## src/rtl/vbc_pkg.sv

```systemverilog
package vbc_pkg;
  typedef struct packed {
    logic       all;
    logic       sz;
    logic       snz;
    logic       vlset;
    logic       vli;
    logic       lru;
    logic       force_pass;
    logic       expect_one;
    logic [2:0] grp;
    logic [1:0] bit_sel;
  } cfg_t;
endpackage

```

## src/rtl/vbc_cf_file.sv

```systemverilog
module vbc_cf_file #(
  parameter int NFIELD = 128,
  parameter int FW     = 4,
  localparam int AW    = $clog2(NFIELD)
) (
  input  logic          clk_i,
  input  logic          rst_ni,
  input  logic          we_i,
  input  logic [AW-1:0] waddr_i,
  input  logic [FW-1:0] wdata_i,
  input  logic [AW-1:0] raddr_i,
  output logic [FW-1:0] rdata_o
);
  logic [FW-1:0] mem_q [NFIELD];

  always_ff @(posedge clk_i or negedge rst_ni) begin
    if (!rst_ni) begin
      for (int i = 0; i < NFIELD; i++) mem_q[i] <= '0;
    end else if (we_i) begin
      mem_q[waddr_i] <= wdata_i;
    end
  end

  assign rdata_o = mem_q[raddr_i];

  a_r1_write_lands: assert property (@(posedge clk_i) disable iff (!rst_ni)
    we_i |=> mem_q[$past(waddr_i)] == $past(wdata_i));
endmodule

```

## src/rtl/vbc_elem_eval.sv

```systemverilog
module vbc_elem_eval #(
  parameter int FW = 4
) (
  input  logic          pred_i,
  input  logic [FW-1:0] field_i,
  input  vbc_pkg::cfg_t cfg_i,
  output logic          skip_o,
  output logic          pass_o
);
  logic tbit;

  assign tbit   = pred_i ? field_i[cfg_i.bit_sel] : cfg_i.snz;
  assign skip_o = !pred_i && !cfg_i.sz;
  assign pass_o = cfg_i.force_pass || (tbit == cfg_i.expect_one);
endmodule

```

## src/rtl/vbc_scan_ctrl.sv

```systemverilog
module vbc_scan_ctrl #(
  parameter int VL_MAX = 64,
  localparam int VLW   = $clog2(VL_MAX + 1),
  localparam int PW    = $clog2(VL_MAX)
) (
  input  logic              clk_i,
  input  logic              rst_ni,
  input  logic              start_i,
  input  logic [VLW-1:0]    vl_i,
  input  logic [VL_MAX-1:0] pmask_i,
  input  vbc_pkg::cfg_t     cfg_i,
  input  logic              skip_i,
  input  logic              pass_i,
  output vbc_pkg::cfg_t     cfg_o,
  output logic [VLW-1:0]    idx_o,
  output logic              pred_o,
  output logic              busy_o,
  output logic              done_o,
  output logic              taken_o,
  output logic [VLW-1:0]    vl_o,
  output logic [VLW-1:0]    dec_o,
  output logic              lr_we_o
);
  vbc_pkg::cfg_t     cfg_q;
  logic [VL_MAX-1:0] pmask_q;
  logic [VLW-1:0]    vl_q, idx_q, cnt_q, vlo_q, dec_q;
  logic              busy_q, done_q, acc_q, taken_q, lr_q;

  logic           last, acc_n, exit_hit, vfail, stop;
  logic [VLW-1:0] cnt_n, vl_new;

  assign pred_o = pmask_q[idx_q[PW-1:0]];
  assign last   = (idx_q + VLW'(1)) == vl_q;

  always_comb begin
    cnt_n    = cnt_q;
    acc_n    = acc_q;
    exit_hit = 1'b0;
    vfail    = 1'b0;
    if (!skip_i) begin
      cnt_n    = cnt_q + VLW'(pred_o);
      acc_n    = cfg_q.all ? (acc_q & pass_i) : (acc_q | pass_i);
      exit_hit = cfg_q.all ? !pass_i : pass_i;
      vfail    = cfg_q.vlset && !pass_i;
    end
    stop   = exit_hit || vfail || last;
    vl_new = vfail ? idx_q + VLW'(cfg_q.vli) : vl_q;
  end

  always_ff @(posedge clk_i or negedge rst_ni) begin
    if (!rst_ni) begin
      cfg_q   <= '0;
      pmask_q <= '0;
      vl_q    <= '0;
      idx_q   <= '0;
      cnt_q   <= '0;
      acc_q   <= 1'b0;
      busy_q  <= 1'b0;
      done_q  <= 1'b0;
      taken_q <= 1'b0;
      vlo_q   <= '0;
      dec_q   <= '0;
      lr_q    <= 1'b0;
    end else begin
      done_q <= 1'b0;
      lr_q   <= 1'b0;
      if (busy_q) begin
        idx_q <= idx_q + VLW'(1);
        cnt_q <= cnt_n;
        acc_q <= acc_n;
        if (stop) begin
          busy_q  <= 1'b0;
          done_q  <= 1'b1;
          taken_q <= acc_n;
          vlo_q   <= vl_new;
          dec_q   <= cnt_n;
          lr_q    <= !cfg_q.lru || acc_n;
        end
      end else if (start_i) begin
        cfg_q   <= cfg_i;
        pmask_q <= pmask_i;
        vl_q    <= vl_i;
        idx_q   <= '0;
        cnt_q   <= '0;
        acc_q   <= cfg_i.all;
        if (vl_i == '0) begin
          done_q  <= 1'b1;
          taken_q <= cfg_i.all;
          vlo_q   <= '0;
          dec_q   <= '0;
          lr_q    <= !cfg_i.lru || cfg_i.all;
        end else begin
          busy_q <= 1'b1;
        end
      end
    end
  end

  assign cfg_o   = cfg_q;
  assign idx_o   = idx_q;
  assign busy_o  = busy_q;
  assign done_o  = done_q;
  assign taken_o = taken_q;
  assign vl_o    = vlo_q;
  assign dec_o   = dec_q;
  assign lr_we_o = lr_q;

  a_r9_done_one_cycle: assert property (@(posedge clk_i) disable iff (!rst_ni)
    done_q |=> !done_q);
  a_r10_busy_ignores_start: assert property (@(posedge clk_i) disable iff (!rst_ni)
    busy_q && start_i && !stop |=> busy_q && idx_q == $past(idx_q) + VLW'(1));
  a_r3_all_fail_exits: assert property (@(posedge clk_i) disable iff (!rst_ni)
    busy_q && cfg_q.all && !skip_i && !pass_i |=> done_q && !taken_q);
  a_r4_any_pass_exits: assert property (@(posedge clk_i) disable iff (!rst_ni)
    busy_q && !cfg_q.all && !skip_i && pass_i |=> done_q && taken_q);
  a_r6_vl_not_grown: assert property (@(posedge clk_i) disable iff (!rst_ni)
    done_q |-> vlo_q <= vl_q);
  a_r8_dec_bounded: assert property (@(posedge clk_i) disable iff (!rst_ni)
    done_q |-> dec_q <= vl_q);
  a_r7_lr_only_taken: assert property (@(posedge clk_i) disable iff (!rst_ni)
    done_q && cfg_q.lru && !taken_q |-> !lr_q);
endmodule

```

## src/rtl/vbc_seq.sv

```systemverilog
module vbc_seq #(
  parameter int NFIELD = 128,
  parameter int FW     = 4,
  parameter int VL_MAX = 64,
  localparam int AW    = $clog2(NFIELD),
  localparam int VLW   = $clog2(VL_MAX + 1)
) (
  input  logic              clk_i,
  input  logic              rst_ni,
  input  logic              cf_we_i,
  input  logic [AW-1:0]     cf_waddr_i,
  input  logic [FW-1:0]     cf_wdata_i,
  input  logic              start_i,
  input  logic [VLW-1:0]    vl_i,
  input  logic [VL_MAX-1:0] pmask_i,
  input  logic [4:0]        bsel_i,
  input  logic [4:0]        bopt_i,
  input  logic              all_i,
  input  logic              sz_i,
  input  logic              snz_i,
  input  logic              vlset_i,
  input  logic              vli_i,
  input  logic              lru_i,
  output logic              busy_o,
  output logic              done_o,
  output logic              taken_o,
  output logic [VLW-1:0]    vl_o,
  output logic [VLW-1:0]    dec_o,
  output logic              lr_we_o
);
  localparam int GSHIFT = AW - 3;

  vbc_pkg::cfg_t  cfg_in, cfg_run;
  logic [VLW-1:0] idx;
  logic [AW-1:0]  raddr;
  logic [FW-1:0]  field;
  logic           pred, skip, pass;
  logic           unused_opt;

  assign unused_opt = ^bopt_i[2:0];

  always_comb begin
    cfg_in            = '0;
    cfg_in.all        = all_i;
    cfg_in.sz         = sz_i;
    cfg_in.snz        = snz_i;
    cfg_in.vlset      = vlset_i;
    cfg_in.vli        = vli_i;
    cfg_in.lru        = lru_i;
    cfg_in.force_pass = bopt_i[4];
    cfg_in.expect_one = bopt_i[3];
    cfg_in.grp        = bsel_i[4:2];
    cfg_in.bit_sel    = bsel_i[1:0];
  end

  // group base plus element index, wrapping over the file
  assign raddr = (AW'(cfg_run.grp) << GSHIFT) + AW'(idx);

  vbc_cf_file #(.NFIELD(NFIELD), .FW(FW)) u_file (
    .clk_i   (clk_i),
    .rst_ni  (rst_ni),
    .we_i    (cf_we_i),
    .waddr_i (cf_waddr_i),
    .wdata_i (cf_wdata_i),
    .raddr_i (raddr),
    .rdata_o (field)
  );

  vbc_elem_eval #(.FW(FW)) u_eval (
    .pred_i  (pred),
    .field_i (field),
    .cfg_i   (cfg_run),
    .skip_o  (skip),
    .pass_o  (pass)
  );

  vbc_scan_ctrl #(.VL_MAX(VL_MAX)) u_ctrl (
    .clk_i   (clk_i),
    .rst_ni  (rst_ni),
    .start_i (start_i),
    .vl_i    (vl_i),
    .pmask_i (pmask_i),
    .cfg_i   (cfg_in),
    .skip_i  (skip),
    .pass_i  (pass),
    .cfg_o   (cfg_run),
    .idx_o   (idx),
    .pred_o  (pred),
    .busy_o  (busy_o),
    .done_o  (done_o),
    .taken_o (taken_o),
    .vl_o    (vl_o),
    .dec_o   (dec_o),
    .lr_we_o (lr_we_o)
  );
endmodule

```

## config.mk

```make
export PLATFORM = sky130hd
export DESIGN_NAME = vbc_seq
export DESIGN_NICKNAME = d
export VERILOG_FILES = /design/src/rtl/vbc_pkg.sv /design/src/rtl/vbc_cf_file.sv /design/src/rtl/vbc_elem_eval.sv /design/src/rtl/vbc_scan_ctrl.sv /design/src/rtl/vbc_seq.sv
export SDC_FILE = /design/constraint.sdc
export NUM_CORES = 1
export LEC_CHECK = 0
export BUFFER_PORTS_ARGS = -buffer_cell sky130_fd_sc_hd__buf_2
export CELL_PAD_IN_SITES_DETAIL_PLACEMENT = 1
export CELL_PAD_IN_SITES_GLOBAL_PLACEMENT = 2
export CORE_ASPECT_RATIO = 0.8
export CORE_UTILIZATION = 41
export DETAILED_ROUTE_END_ITERATION = 10
export PLACE_DENSITY_LB_ADDON = 0.2
export REMOVE_ABC_BUFFERS = 1
export SLEW_MARGIN = 20
export SYNTH_ARGS = -nofsm -noshare
export SYNTH_HDL_FRONTEND = slang
export SYNTH_SLANG_ARGS = --single-unit
```

## constraint.sdc

```tcl
create_clock -name clk_i -period 3.41 [get_ports clk_i]
set_input_delay 0.341 -clock clk_i [delete_from_list [all_inputs] [get_ports clk_i]]
set_output_delay 0.341 -clock clk_i [all_outputs]
set_load 0.05 [all_outputs]
```

; ---- After elaboration in Yosys (flattened, before gate mapping)
; Cells that the tools add are included.
[classes]
reduce_logical = 18
mux = 45
magnitude_cmp = 5
n_eq_ne = 3
addsub = 4
bitwise = 5
[ops]
columns = operator, n
row1 = $bwmux 512, 1
row2 = $mux 7, 11
row3 = $bmux 4 s7, 1
row4 = $demux 4 s7, 1
row5 = $mux 1, 26
row6 = $ge 8x8->1 const B, 2
row7 = $not 7->8, 2
row8 = $add 7x1->7, 2
row9 = $mux 4, 3
row10 = $lt 8x1->1 const B, 1
row11 = $add 7x1->7 const B, 1
row12 = $add 7x7->7, 1
row13 = $eq 7x7->1, 1
row14 = $logic_not 7->1, 1
row15 = $lt 6x7->1 const B, 1
row16 = $bmux 1 s6, 1
row17 = $logic_not 1->1, 5
row18 = $logic_or 1x1->1, 5
row19 = $reduce_bool 2->1, 2
row20 = $logic_and 1x1->1, 3
row21 = $lt 2x3->1 const B, 1
row22 = $reduce_and 3->1, 1
row23 = $bmux 1 s2, 1
row24 = $ne 2x2->1 const B, 1
row25 = other kinds (5), 5
[totals]
inputBits = 102
word_cells = 229
reg_bits = 629
output_inout_bits = 18

; ---- Depth between registers and ports, before layout
[logic_depth]
depth_word = 17
mapped_depth = 17
ltp_nobuf = 13

; ---- Modules after synthesis
; A second synthesis with hierarchy kept.
[unflattened]
cells_unflattened = 1901
area_unflattened_um2 = 29170.5
[modules_own_cells]
columns = module, instances, area_each_um2, seq_area_each_um2, cells_each
row1 = vbc_cf_file, 1, 23572.6, 12812.3, 1479
row2 = vbc_scan_ctrl, 1, 5421.4, 2927.8, 401
row3 = vbc_elem_eval, 1, 106.4, 0.0, 14
row4 = vbc_seq, 1, 70.1, 0.0, 7

; ---- Worst setup path after synthesis
; No wires, ideal clock.
[synth_path]
path_kind = reg2reg
from = register u_ctrl.idx_q[0], in the netlist u_ctrl.idx_o[0]
to = register u_ctrl.vlo_q[2], in the netlist u_ctrl.vl_o[2]
required_time_ns = 3.284
stages_incl_launch_ff = 16
path_buffers = 5
synth_period_minus_slack_ns = 3.232
setup_ns = 0.126
arrival_time_ns = 3.106
setup_slack_ns = 0.178
cell_sequence = dfrtp_1 buf_6 buf_6 buf_6 buf_6 mux4_2 a221oi_1 o21ai_0 o21ai_0 o32ai_1 a21oi_4 o31ai_4 or3_1 buf_2 nor3_1 o31ai_1
[synth_between]
elab_chain_cells = 17
word_cells_on_any_way = 29
classes_between = add/sub: 3 / eq/ne: 3 / mux: 14 / bitwise: 1 / reduce/logical: 8
[synth_rtl]
columns = item, line_no
row1 = "start, declared", vbc_scan_ctrl.sv:26  ; logic [VLW-1:0] vl_q, idx_q, cnt_q, vlo_q, dec_q;
row2 = "start signal, assigned", vbc_scan_ctrl.sv:68  ; idx_q <= idx_q + VLW'(1);
row3 = $add 7x7->7, vbc_seq.sv:57  ; assign raddr = (AW'(cfg_run.grp) << GSHIFT) + AW'(idx);
row4 = $not 7->8 (implied by the code), vbc_cf_file.sv:24  ; assign rdata_o = mem_q[raddr_i];
row5 = $bmux 4 s7, vbc_cf_file.sv:24
row6 = $mux 4 (implied by the code) (2 in series), vbc_cf_file.sv:24
row7 = $bmux 1 s2, vbc_elem_eval.sv:12  ; assign tbit = pred_i ? field_i[cfg_i.bit_sel] : cfg_i.snz;
row8 = $mux 1 (implied by the code), vbc_elem_eval.sv:12
row9 = $mux 1, vbc_elem_eval.sv:12
row10 = $eq 1x1->1, vbc_elem_eval.sv:14  ; assign pass_o = cfg_i.force_pass || (tbit == cfg_i.expect_one);
row11 = $logic_or 1x1->1, vbc_elem_eval.sv:14
row12 = $logic_not 1->1, "vbc_scan_ctrl.sv:43, vbc_scan_ctrl.sv:44"
row13 = $mux 1 / $logic_and 1x1->1 (equally long branches), "vbc_scan_ctrl.sv:43, vbc_scan_ctrl.sv:44"
row14 = $mux 1, vbc_scan_ctrl.sv:40  ; if (!skip_i) begin
row15 = $logic_or 1x1->1 (2 in series), vbc_scan_ctrl.sv:46  ; stop = exit_hit || vfail || last;
row16 = $ne 2x2->1 (no line), --
row17 = $reduce_and 3->1 (no line), --
row18 = "end signal, assigned", vbc_scan_ctrl.sv:75  ; vlo_q <= vl_new;
row19 = "end, declared", vbc_scan_ctrl.sv:26
; Several ways; a longest one is shown, not always the timed one. The select of a mux whose other input is x is not followed.
; A chain may end at the register's enable or synchronous reset.

; ---- Worst setup path after layout
; Ends and elaborated chain as after synthesis.

==> qor.txt <==
status: finished, violations left
failing checks: negative setup slack
fillcell total: 7083
ports placed on the boundary: 120
Synth top area share: 0.527
slew margin rel.: 0.301
clock buffer count from CTS: 68
total negative slack: -5760 ps
Post-Syn Area: 29900 um^2
final instance area: 36700 um^2
DIE HEIGHT: 243 um
CTS tree: yes
final setup vio count: 20
antenna fix cells: 0
Final nets: 2584
clock root cell: clkbuf_16
Setup crit end kind: register
overall routing resource usage: 0.255
Synth Area per Inst: 14.1 um^2
# clock sinks: 629
DR iter-0 viols: 1146
hold path cells: 2
clock-pin slew on the worst setup and hold paths: 60 ps
Post-synth EDFFs: 0
final setup margin: -341 ps
DRT Pass-1 Iters: 5
FMAX: 0.267 GHz
Worst Skew: 14.8 ps
final worst path period share: 1.10
cell accounting for the most synthesized area: dfrtp_1
most frequent cells after synthesis: 629 x dfrtp_1, 608 x mux2_2, 117 x nand2_1
Warnings, synthesis: 0
final wirelength: 93000 um
drt drc: 0
Synth Instances: 2113
Die ar.: 73900 um^2
Rows: 88
Distinct cells, synth: 80
drt wl/cell: 26.8 um
number of global-route vias before repair: 22.0k
via count: 19.8k
Worst VDD drop: 0.535 mV
worst endpoint required time: 3910 ps
async set or reset register ratio after synthesis: 1.00
most common cell in the netlist: dfrtp_1
half-perimeter wire length after placement: 62900 um
IO buf count: 116
H-tree levels: 3
initial core utilization: 0.414
Worst Max-Slew Pin Slew: 1050 ps
kind of critical path: register to register
synth top area cells: dfrtp_1 53%, mux2_2 23%, mux4_2 7.4%
Core Area: 72100 um^2
non-filler instance count after layout: 3466
CTS max path bufs: 3
pin count of the biggest net entering global routing: 113
vias per cell: 5.71
Die Span X: 304 um
P_leak: 0.0169 uW
nature of the critical path startpoint: register
crit path DAT: 4250 ps
initial antenna violation count: 4
worst-skew pair later-pin latency: 630 ps
Area Growth Syn to Fin: 22.7%
synthesized flop and latch total: 629
max cap viols: 0
RePlAce Congestion: 0.898
RSZ-0062 raised after global routing: yes
Primary FF master, synth: dfrtp_1
clock period minus worst slack: 3750 ps
Design Power: 28100 uW
grt total ovfl: 0
PD cells: 765 nW/um^2
Final Max Tran Viols: 0
Seq/Total Area, Yosys: 0.527
layout cells sized above 1: 0.495
Hold Crit Class: primary input to register
Area after DPL: 32900 um^2
critical path fanouts, max: 6
cells on worst reg2reg path: 15
placed insts: 3241
endpoints failing hold: 0
first-pass GRT wire length: 143000 um
Final ANT Viol Nets: 0
layer usage:
layer	up-vias	global-route usage	routed length [um]
met4	0	0.0608	1790
met1	10700	0.376	44700
met5	-	0	0
met3	113	0.0420	4110
li1	8575	-	-
met2	375	0.391	42400
placed cells by master (no fill, tap or decap), types with 11 or more instances in the layout:
cell type        n
mux2i_1         89
buf_6           11
o22ai_1         11
dlygate4sd3_1   85
a211oi_1        12
nand2b_1        12
mux4_2          98
clkbuf_8        13
nor2_1          62
xnor2_1         16
nand3_1         15
buf_2          111
buf_4          200
dfrtp_1        626
nand2_1        116
nor3_1          20
mux2_2         607
buf_12          29
nor2b_1         13
clkbuf_1        13
a22oi_1         20
clkbuf_16       71
o21ai_0         16
cell type report:
class                           count  area (um^2)  share of cell area
Sequential cell                   629        15700               0.430
Multi-Input combinational cell   1322        13700               0.374
Timing Repair Buffer              444         3790               0.103
Clock buffer                       94         1930              0.0526
Tap cell                          945         1180              0.0323
Clock inverter                     22          264             0.00720
Inverter                           10         37.5             0.00102
per-stage QoR:
| stage | hold WS (ps) | worst slack [ps] | util |
|---|---|---|---|
| 2_1_floorplan | 45.4 | -4610 | - |
| 3_3_place_gp | 370 | -566 | 0.456 |
| 3_5_place_dp | 381 | -642 | 0.456 |
| 4_1_cts | 56.2 | -266 | 0.503 |
| 5_1_grt | 109 | -370 | 0.508 |
| 6_report | 111 | -341 | 0.508 |
cells by family (layout without fill, tap and decap cells):
group           after synthesis  in the layout  share of synthesized area
simple gates                317            317                     0.0507
compound gates              167            167                     0.0418
flops                       629            629                      0.527
xor+xnor                     25             25                    0.00783
mux                         806            806                      0.342
buf+inv                     162            570                     0.0280
fa+ha+maj                     7              7                    0.00318
report_power, final:
group	switching, uW	internal [uW]	leakage (uW)
Sequential	753	8620	0.00838
Clock	3160	4220	0.00107
Combinational	5810	5490	0.00741
worst paths after layout:
kind | from | endpoint | slack, ps
setup / recovery | u_ctrl.idx_o[0] | u_ctrl.vl_o[2] | -340
hold / removal | start_i | u_ctrl.idx_o[6] | 110
setup reg to reg | u_ctrl.idx_o[0] | u_ctrl.vl_o[2] | -340
hold reg to reg | u_ctrl.pmask_q[1] | u_ctrl.pmask_q[1] | 500
max in group asynchronous | rst_ni | u_file.mem_q[315] | 1940
min in group asynchronous | rst_ni | u_ctrl.dec_o[5] | 290
worst max-delay path, stage by stage, from the launching register on:
cell	delay (ps)
dfrtp_4	510
buf_4	170
buf_4	130
buf_6	140
mux4_2	410
mux2i_1	210
buf_4	180
nor2_1	40
o21ai_0	310
o32ai_2	230
a21oi_4	330
o31ai_4	130
buf_6	150
or3_4	420
nand4_1	150
o31ai_4	100
sequential cells by signal, summed over array words and instances (netlist names):
| name | flops |
|---|---|
| u_ctrl.dec_o | 7 |
| u_ctrl.idx_o | 7 |
| u_ctrl.cfg_o | 13 |
| u_ctrl.taken_o | 1 |
| u_ctrl.vl_o | 7 |
| u_ctrl.lr_we_o | 1 |
| u_ctrl.acc_q | 1 |
| u_ctrl.vl_q | 7 |
| u_ctrl.cnt_q | 7 |
| u_ctrl.busy_o | 1 |
| u_ctrl.pmask_q | 64 |
| u_file.mem_q | 512 |
| u_ctrl.done_o | 1 |
what timing repair did:
action / CTS / global route
resized for setup: 53 / 50
setup buffers: 10 / 11
pin swaps: 8 / 32
endpoints found under the hold margin: 154 / 0
endpoints found under the setup margin: 22 / 23
hold buffers: 85 / 0
cloned: 2 / 4
(Power assumes the default switching activity.)
